### src/rtl/tgc_pkg.sv
package tgc_pkg;
  typedef enum logic {
    DIR_DOWN = 1'b0,
    DIR_UP   = 1'b1
  } dir_e;

  typedef struct packed {
    logic cy_up;
    logic cy_dn;
  } carry_t;
endpackage

### src/rtl/tgc_toggle_mask.sv
// Per-bit toggle decision: a bit flips when every lower bit matches the
// direction's trigger value (ones going up, zeros going down).
module tgc_toggle_mask #(
  parameter int W = 4
) (
  input  logic [W-1:0] q,
  input  tgc_pkg::dir_e dir,
  input  logic         en,
  output logic [W-1:0] tmask,
  output logic         all_ones,
  output logic         all_zeros
);
  logic [W:0] ones_below;
  logic [W:0] zeros_below;

  assign ones_below[0]  = 1'b1;
  assign zeros_below[0] = 1'b1;

  for (genvar i = 0; i < W; i++) begin : g_bit
    assign ones_below[i+1]  = ones_below[i] & q[i];
    assign zeros_below[i+1] = zeros_below[i] & ~q[i];
    assign tmask[i] = en & ((dir == tgc_pkg::DIR_UP) ? ones_below[i] : zeros_below[i]);
  end

  assign all_ones  = ones_below[W];
  assign all_zeros = zeros_below[W];
endmodule

### src/rtl/tgc_stage.sv
// One counter stage: toggle register plus qualified carries.
module tgc_stage #(
  parameter int W = 4
) (
  input  logic          clk,
  input  logic          rst,
  input  logic          en,
  input  tgc_pkg::dir_e dir,
  output logic [W-1:0]  q,
  output tgc_pkg::carry_t cy
);
  logic [W-1:0] tmask;
  logic         all_ones;
  logic         all_zeros;

  tgc_toggle_mask #(.W(W)) u_mask (
    .q        (q),
    .dir      (dir),
    .en       (en),
    .tmask    (tmask),
    .all_ones (all_ones),
    .all_zeros(all_zeros)
  );

  always_ff @(posedge clk) begin
    if (rst) q <= '0;
    else     q <= q ^ tmask;
  end

  always_comb begin
    cy.cy_up = en & all_ones  & (dir == tgc_pkg::DIR_UP);
    cy.cy_dn = en & all_zeros & (dir == tgc_pkg::DIR_DOWN);
  end
endmodule

### src/rtl/tgc_chain.sv
// Chain of synchronous up/down stages sharing clock, reset and direction.
module tgc_chain #(
  parameter int STAGES  = 2,
  parameter int STAGE_W = 4
) (
  input  logic                        clk,
  input  logic                        rst,
  input  logic                        en,
  input  logic                        up,
  output logic [STAGES*STAGE_W-1:0]   count,
  output logic                        carry_up,
  output logic                        carry_dn
);
  localparam int TOTAL_W = STAGES * STAGE_W;

  tgc_pkg::dir_e   dir;
  logic            stage_en [STAGES+1];
  tgc_pkg::carry_t stage_cy [STAGES];

  assign dir         = tgc_pkg::dir_e'(up);
  assign stage_en[0] = en;

  for (genvar k = 0; k < STAGES; k++) begin : g_stage
    tgc_stage #(.W(STAGE_W)) u_stage (
      .clk(clk),
      .rst(rst),
      .en (stage_en[k]),
      .dir(dir),
      .q  (count[k*STAGE_W +: STAGE_W]),
      .cy (stage_cy[k])
    );
    assign stage_en[k+1] = stage_cy[k].cy_up | stage_cy[k].cy_dn;
  end

  assign carry_up = stage_cy[STAGES-1].cy_up;
  assign carry_dn = stage_cy[STAGES-1].cy_dn;

  logic unused_tail;
  assign unused_tail = stage_en[STAGES] & (TOTAL_W > 0);
endmodule

### config.mk
export PLATFORM = sky130hd
export DESIGN_NAME = tgc_chain
export DESIGN_NICKNAME = d
export VERILOG_FILES = /design/src/rtl/tgc_pkg.sv /design/src/rtl/tgc_toggle_mask.sv /design/src/rtl/tgc_stage.sv /design/src/rtl/tgc_chain.sv
export SDC_FILE = /design/constraint.sdc
export NUM_CORES = 1
export LEC_CHECK = 0
export BUFFER_PORTS_ARGS = -buffer_cell sky130_fd_sc_hd__buf_2
export CAP_MARGIN = 10
export CORE_AREA = 2 2 39 41
export CTS_CLUSTER_DIAMETER = 60
export DETAILED_ROUTE_END_ITERATION = 8
export DIE_AREA = 0 0 41 43
export MAX_ROUTING_LAYER = met4
export SYNTH_ARGS = -nofsm -noshare
export SYNTH_HDL_FRONTEND = slang
export SYNTH_SLANG_ARGS = --single-unit
### constraint.sdc
create_clock -name clk -period 1.4 [get_ports clk]
set_input_delay 0 -clock clk [delete_from_list [all_inputs] [get_ports clk]]
set_output_delay 0 -clock clk [all_outputs]
set_load 0.01 [all_outputs]
---- Word level (Yosys, flattened, before mapping) ----
Cells that the tools add are included.
storage, ports and cells
  register bits after elaboration ......... 8
  logic and storage cells ................. 46
operators by class
  mux-type cells .......................... 6
  bitwise gates (word level) .............. 38
operator list
  operator       number
  $and A1 B1 Y1  26
  $not A1 Y1     9
  $xor A4 B4 Y4  2
  $mux W1        6
  $or A1 B1 Y1   1

---- Logic depth before layout (Yosys ltp) ----
Gate-level depths: netlist (run 1).
  word-level depth ........................ 9
  mapped depth ............................ 5

---- Cells and area by module ----
A second synthesis (run 1) with hierarchy kept.
second synthesis, totals
  cells, all modules ...................... 51
  area, all modules ....................... 456.7 µm²
modules (own cells, without submodules)
  module           cells each  instances  seq. area each (µm²)  area each (µm²)
  tgc_stage        14          2          80.1                  145.1
  tgc_toggle_mask  11          2          0.0                   80.1
  tgc_chain        1           1          0.0                   6.3

---- Least setup slack after synthesis (run 1) ----
No wires, ideal clock.
  path kind ............................... register to register
  from .................................... reg g_stage[1].u_stage.q[0]
  to ...................................... reg g_stage[1].u_stage.q[3]
  setup slack ............................. -0.114 ns
  required time ........................... 1.330 ns
  setup time .............................. 0.070 ns
  stages on the path, launching flop included .. 5
  arrival ................................. 1.443 ns
  buffers on the path ..................... 0
  cell sequence ........................... dfxtp_1 -> or4_4 -> nor2b_4 -> or3_1 -> a21oi_1
between the ends
  longest elaborated chain between the ends .. 6
  elaborated cells on any way between the ends .. 8
  those cells by class .................... 1 x mux; 7 x bitwise
ends and longest elaborated chain
  what                        RTL line               source
  start: declaration          tgc_stage.sv:9         output logic [W-1:0] q,
  start signal: assignment    tgc_stage.sv:27        else q <= q ^ tmask;
  $not A1 Y1                  tgc_toggle_mask.sv:21  assign zeros_below[i+1] = zeros_below[i] & ~q[i];
  $and A1 B1 Y1 (2 in a row)  tgc_toggle_mask.sv:21
  $mux W1 (*)                 tgc_toggle_mask.sv:22  assign tmask[i] = en & ((dir == tgc_pkg::DIR_UP) ? ones_below[i] : zeros_below[i]);
  $and A1 B1 Y1 (*)           tgc_toggle_mask.sv:22
  $xor A4 B4 Y4 (*)           tgc_stage.sv:27
Mark *: on every way between the ends. The rest lies on a longest branch, timed or not.
A chain may end at the register's enable or synchronous reset.

---- Worst setup path in the final report (run 1) ----
  from .................................... reg g_stage[1].u_stage.q[2]
  to ...................................... reg g_stage[1].u_stage.q[3]
between the ends
  longest elaborated chain between the ends .. 5
  elaborated cells on any way between the ends .. 6
  those cells by class .................... 1 x mux; 5 x bitwise
ends and longest elaborated chain
  what               RTL line
  $not A1 Y1         tgc_toggle_mask.sv:21
  $and A1 B1 Y1      tgc_toggle_mask.sv:21
  $mux W1 (*)        tgc_toggle_mask.sv:22
  $and A1 B1 Y1 (*)  tgc_toggle_mask.sv:22
  $xor A4 B4 Y4 (*)  tgc_stage.sv:27
Marked as above.

==> run summary, run 1 <==
Dominant cells by area after synthesis = dfxtp_1 37%, xor2_1 10%, nor2_1 6.0%
Skew-Pair Late Insertion Delay = 0.25 ns
Die ar. = 1760 sq um
Cell Chain, Critical Path = or4_4, nor2b_4, or3_1, a21oi_1
Syn Inst Count = 50
Worst Setup SP = g_stage[1].u_stage.q[2]
R2R Path End = g_stage[1].u_stage.q[3]
FP Rows = 14
Fin crit period = 1.47 ns
Vias per inst = 4.85
1st-pass router iterations = 4
Hold_ws = 0.0269 ns
Io pins = 14
Worst path slowest cell = or4_4
RR Startpoint = g_stage[1].u_stage.q[2]
Crit start category = flip-flop
HP Start = rst
CTS max path bufs = 2
CTS Buf Count = 3
Vias in the first global route = 380
Hold EP = g_stage[1].u_stage.q[1]
FF-to-FF path depth = 4
Worst Path Max Fanout = 2
Slew Limit Fails = 0
Crit-path leading delay family = simple AND/OR/NAND/NOR gates
Hold path depth = 2
Setup ws final = -0.0735 ns
P per Cell Area = 1030 nW/um^2
Max_cap viols = 0
Final setup fails = 6
Final net count = 80
Synth area leader = dfxtp_1
Reg2reg setup slack = -0.07 ns
Crit. End Element = flip-flop
P&R area growth vs syn = 49.6%
Hold Crit Class = in -> reg
VDD IR max = 0.458 mV
Register bit count reported by yosys = 8
Largest regs = g_stage.u_stage.q: 8 flops
Worst-path clk slew = 0.06 ns
Area share of the largest cell type after synthesis = 36.7%
Global-route wire length before repair = 1610 microns
Buffers on Ports = 13
Final non-filler cell total = 91
Simple-Gate Fraction of Synth Area = 33.5%
Failing checks = setup timing
Worst path bufs/invs = 0
Pin count of the biggest net entering global routing = 11
Global route overflow = 0
Mux share of post-synthesis cell area = 2.58%
Pwr Total = 0.674 mW
CTS Sinks = 8
Layout cells sized above 1 = 57.3%
Synth Area in Compound Gates = 9.74%
Starting Density = 31.6%
Filler cell count = 147
Max_slew headroom = 82.9%
Commonest non-fill, non-tap cell in the layout = buf_2
H-tree Lvls = 1
Post-route ant nets = 0
Crit path largest cell delay = 0.52 ns
Die Wd = 41 microns
Final Wtd Congestion = 0.706
Max reg flops = 8
CP Class = reg -> reg
Fin Clk Skew = 0.00466 ns
Largest family of logic cells by synthesized area = simple AND/OR/NAND/NOR gates
Outcome = finished with violations
Most flops, register = g_stage.u_stage.q
RSZ-0062 raised after global routing = yes
Worst slew pin tran = 0.254 ns
CTS Root Cell = clkbuf_4
Mapped Avg Cell Area = 8.73 sq um
Leakage power = 0.299 nW
Vias after detailed routing = 441
Maximum clock frequency = 679 MHz
Initial drt markers = 1
Die Ht = 43 microns
Worst Path Arrival = 1.66 ns
Initial antenna violation count = 0
Final period utilization = 105%
Yosys cell types = 22
Hold_buf cts = 0
Core area = 1380 sq um
Seq/Total Area, Yosys = 36.7%
Setup slack at placement = -0.0571 ns
TNS Setup = -0.270 ns
CTS tree = done
DP HPWL = 703 microns
Post-Synth Adder-Cell Area = 0%
Drt drc = 0
WP data required = 1.59 ns
Final Hold Fails = 0
GRT Overall Usage = 14.4%
DP Cell Count = 85
Post-synthesis cell area = 437 sq um
Synth Warn # = 0
Post-synthesis xor/xnor area fraction = 14.0%
Final wirelength = 1060 microns
Routed wire per std cell = 11.6 microns
Syn_nets = 54
# diodes = 0
Most frequent cells in the layout = 13 x buf_2, 10 x buf_4, 7 x nor2_1
## how the worst max path moves through the flow
| stage | endpoint | slack [ns] | cells after the start |
|---|---|---|---|
| floorplan | g_stage[1].u_stage.q[3] | -0.06 | 4 |
| global placement | g_stage[1].u_stage.q[3] | -0.04 | 4 |
| detailed placement | g_stage[1].u_stage.q[3] | -0.06 | 4 |
| CTS | g_stage[1].u_stage.q[3] | -0.07 | 4 |
| global route | g_stage[1].u_stage.q[3] | -0.13 | 4 |
| finish | g_stage[1].u_stage.q[3] | -0.07 | 4 |
## cell type report
cell class                      count  area, sq um  area share [%]
Sequential cell                     8          171            26.2
Tap cell                           16         20.0            3.07
Timing Repair Buffer               23          140            21.5
Clock buffer                        4         26.3            4.02
Multi-Input combinational cell     40          295            45.2
## synthesized netlist by cell type
master	count
nor3_1	2
nor2b_1	2
nor2_1	7
and2_1	1
o21ai_0	4
or3_2	1
buf_6	1
a21oi_1	3
or3_1	2
xor2_1	5
a22oi_1	1
nand3_1	1
mux2_2	1
nor4_1	1
dfxtp_1	8
xnor2_1	2
nor2b_4	1
or4_4	1
clkbuf_1	1
and4_2	2
and3_2	1
nand2_1	2
## through the flow
stage	instance area, sq um	util [%]
4_1_cts	628	45.4
6_report	653	47.2
2_1_floorplan	454	-
5_1_grt	653	47.2
3_5_place_dp	584	42.2
3_3_place_gp	584	42.2
## power breakdown
group | internal [mW] | switching (mW) | total [mW] | leakage [nW]
Combinational | 0.108 | 0.0925 | 0.200 | 0.216
Sequential | 0.254 | 0.0251 | 0.279 | 0.0680
Clock | 0.109 | 0.0855 | 0.195 | 0.0150
## worst register-to-register path: cells and delay by family (launching register included)
family	cells	cell delay (ns)
DFF	1	0.32
AOI/OAI and AO/OA	1	0.12
and+or+nand+nor	3	0.96
## timing repair
item / 4_1_cts / 5_1_grt
setup endpoints to repair: 4 / 5
pin swaps: 5 / 5
resized for setup: 2 / 5
buffers inserted: 1 / 1
## logic make-up (layout without fill, tap and decap cells)
kind of cell	Yosys count	in the layout
compound gates	8	8
xor+xnor	7	7
buf+inv	2	27
flops	8	8
mux	1	1
simple gates	24	24
## layer usage
layer | routed length, microns | global-route usage (%) | share of wire [%]
met5 | 0 | - | 0
met4 | 14 | 8.00 | 1.3
met3 | 33 | 4.71 | 3.1
met2 | 553 | 20.6 | 52
met1 | 458 | 17.0 | 43
Power figures use the tool's default switching activity.
==> inputs of run 2 (changes only) <==
--- a/config.mk
+++ b/config.mk
@@ -5,6 +5,7 @@
 export SDC_FILE = /design/constraint.sdc
 export NUM_CORES = 1
 export LEC_CHECK = 0
+export ABC_AREA = 1
 export BUFFER_PORTS_ARGS = -buffer_cell sky130_fd_sc_hd__buf_2
 export CAP_MARGIN = 10
 export CORE_AREA = 2 2 39 41
==> constraint.sdc (replaced) <==
create_clock -name clk -period 1.6 [get_ports clk]
set_input_delay 0 -clock clk [delete_from_list [all_inputs] [get_ports clk]]
set_output_delay 0 -clock clk [all_outputs]
set_load 0.01 [all_outputs]
==> run 2 against run 1 <==
Compared with the run above: the run now ends clean; area after synthesis grew 17%; non-clock buffer count shrank 9; critical path depth grew 3; core utilization shrank 3.4 points; critical path type is now reg -> out.
==> run summary, run 2 <==
Final Hold Fails = 0 (unchanged)
Global route overflow = 0 (unchanged)
WP data required = 1.60 ns (about the same)
Yosys cell types = 16 (-27%)
Post-route ant nets = 0 (unchanged)
P&R area growth vs syn = 18.3%
Global-route wire length before repair = 1830 microns (+14%)
Post-synth EDFFs = 0 (unchanged)
VDD IR max = 0.428 mV (-6.6%)
Commonest cells in the synthesized netlist = 18 x nand2_1, 11 x inv_1, 10 x nor2_1, 9 x nand3_1, 8 x dfxtp_1
Post-synthesis cell area = 512 sq um (+17%)
1st-pass router iterations = 4 (unchanged)
Core area = 1380 sq um (unchanged)
Maximum clock frequency = 729 MHz
Io pins = 14 (unchanged)
P per Cell Area = 853 nW/um^2 (-17%)
Most common cell in the netlist = nand2_1
Vias after detailed routing = 497 (+13%)
CP Class = reg -> out
Die Wd = 41 microns (unchanged)
Area share of the largest cell type after synthesis = 31.3% (-5.4 points)
Worst Path Max Fanout = 9 (+7)
CTS Buf Count = 3 (unchanged)
Pin count of the biggest net entering global routing = 14 (+3)
Mapped Avg Cell Area = 6.48 sq um (-26%)
DP HPWL = 783 microns (+11%)
Final period utilization = 85.7%
Final net count = 100 (+25%)
Synth Warn # = 0 (unchanged)
Most flops, register = g_stage.u_stage.q
Die ar. = 1760 sq um (unchanged)
CTS max path bufs = 2 (unchanged)
Fin Clk Skew = 0.00887 ns (+0.00421 ns)
Hold Crit Class = in -> reg
Routed wire per std cell = 9.54 microns (-18%)
Vias in the first global route = 446 (+17%)
Crit start category = flip-flop
Worst Path Arrival = 1.37 ns (-0.29 ns)
Max_cap viols = 0 (unchanged)
Worst-path clk slew = 0.06 ns (about the same)
Final setup fails = 0 (-6)
Post-CTS Setup Bufs = 0 (-1)
Worst slew pin tran = 0.243 ns (-0.0116 ns)
Syn_nets = 83 (+54%)
Slew Limit Fails = 0 (unchanged)
Vias per inst = 4.52 (-6.8%)
Initial antenna violation count = 0 (unchanged)
Max_slew headroom = 83.8% (+0.88 points)
Layout cells sized above 1 = 23.4% (-34 points)
CTS Root Cell = clkbuf_4
Filler cell count = 146 (-0.68%)
Initial drt markers = 13 (+12)
Fin crit period = 1.37 ns
GRT Overall Usage = 15.8% (+1.4 points)
TNS Setup = 0 ns (+0.270 ns)
Syn Inst Count = 79 (+58%)
RSZ-0062 raised after global routing = no
Setup slack at placement = 0.446 ns (+0.503 ns)
Skew-Pair Late Insertion Delay = 0.26 ns (about the same)
# diodes = 0 (unchanged)
Most frequent cells in the layout = 18 x nand2_1, 13 x buf_2, 11 x inv_1
CTS tree = done
H-tree Lvls = 1 (unchanged)
Starting Density = 37.0% (+5.4 points)
Largest regs = g_stage.u_stage.q: 8 flops
Synth area leader = dfxtp_1
Drt drc = 0 (unchanged)
Dominant cells by area after synthesis = dfxtp_1 31%, nand2_1 13%, nand3_1 8.8%
Leakage power = 0.304 nW (+1.7%)
Setup ws final = 0.229 ns (+0.303 ns)
Final Wtd Congestion = 0.769 (+9.0%)
Max reg flops = 8 (unchanged)
Outcome = finished, final reports clean
FFs w/ async S/R, synth = 0% (unchanged)
Seq/Total Area, Yosys = 31.3% (-5.4 points)
Synth Flop Type = dfxtp_1
FP Rows = 14 (unchanged)
Commonest non-fill, non-tap cell in the layout = nand2_1
CTS Sinks = 8 (unchanged)
Reg2reg setup slack = 0.51 ns (+0.58 ns)
Buffers on Ports = 13 (unchanged)
Register bit count reported by yosys = 8 (unchanged)
Final wirelength = 1050 microns (-0.94%)
Crit. End Element = output pin
Die Ht = 43 microns (unchanged)
==> run 2: critical path, stage by stage (launching register included) <==
cell and delay [ns]:
dfxtp_1 0.40, nand2_2 0.09, nor2_2 0.10, nand2_2 0.07, nand2_4 0.11, nand2_1 0.07
nor3_1 0.13, buf_2 0.15
==> run 2: cell type report <==
| cell class | count | area, sq um | area share [%] |
|---|---|---|---|
| multi-input combinational | 57 | 277 | 45.7 |
| sequential | 8 | 161 | 26.7 |
| timing repair buffer | 14 | 75.1 | 12.4 |
| inverter | 12 | 50.0 | 8.26 |
| clock buffer | 3 | 22.5 | 3.72 |
| tap | 16 | 20.0 | 3.31 |
==> run 2: worst paths after layout <==
kind / from / endpoint / depth (start not counted)
max: g_stage[0].u_stage.q[1] / carry_up / 7
min: en / g_stage[0].u_stage.q[2] / 3
max reg2reg: g_stage[0].u_stage.q[1] / g_stage[1].u_stage.q[2] / 8
min reg2reg: g_stage[0].u_stage.q[2] / g_stage[0].u_stage.q[2] / 2
==> run 2: cells by family (layout without fill, tap and decap cells) <==
group | count (synthesis) | in the layout | synth area share, %
buf+inv | 14 | 29 | 14.7
compound gates | 7 | 7 | 6.85
flops | 8 | 8 | 31.3
simple gates | 47 | 47 | 42.1
xor+xnor | 3 | 3 | 5.14
==> run 2: routing by layer <==
metal / track usage (%) / wire (microns)
met1: 20.9 / 506
met2: 20.3 / 480
met3: 7.85 / 51
met4: 6.00 / 10
met5: - / 0
==> run 2: power breakdown <==
part | internal (mW) | leakage (nW) | switching [mW]
registers | 0.216 | 0.0659 | 0.0202
clock network | 0.0862 | 0.0138 | 0.0732
logic | 0.0476 | 0.224 | 0.0736
total | 0.349 | 0.304 | 0.167
==> run 2: timing repair <==
action,in CTS,in global routing
endpoints found under the setup margin,0,2
hold buffers,1,0
gates resized for setup,0,1
hold endpoints to repair,1,0
==> run 2: stage by stage <==
step / util (%) / instances / power, mW / hold slack [ns] / instance area (sq um)
2_1_floorplan: - / 79 / 0.329 / 0.0724 / 512
3_3_place_gp: 41.3 / 106 / 0.357 / 0.175 / 572
3_5_place_dp: 41.3 / 106 / 0.360 / 0.180 / 572
4_1_cts: 43.7 / 110 / 0.524 / 0.140 / 604
5_1_grt: 43.8 / 110 / 0.556 / 0.172 / 606
6_report: 43.8 / 110 / 0.516 / 0.151 / 606
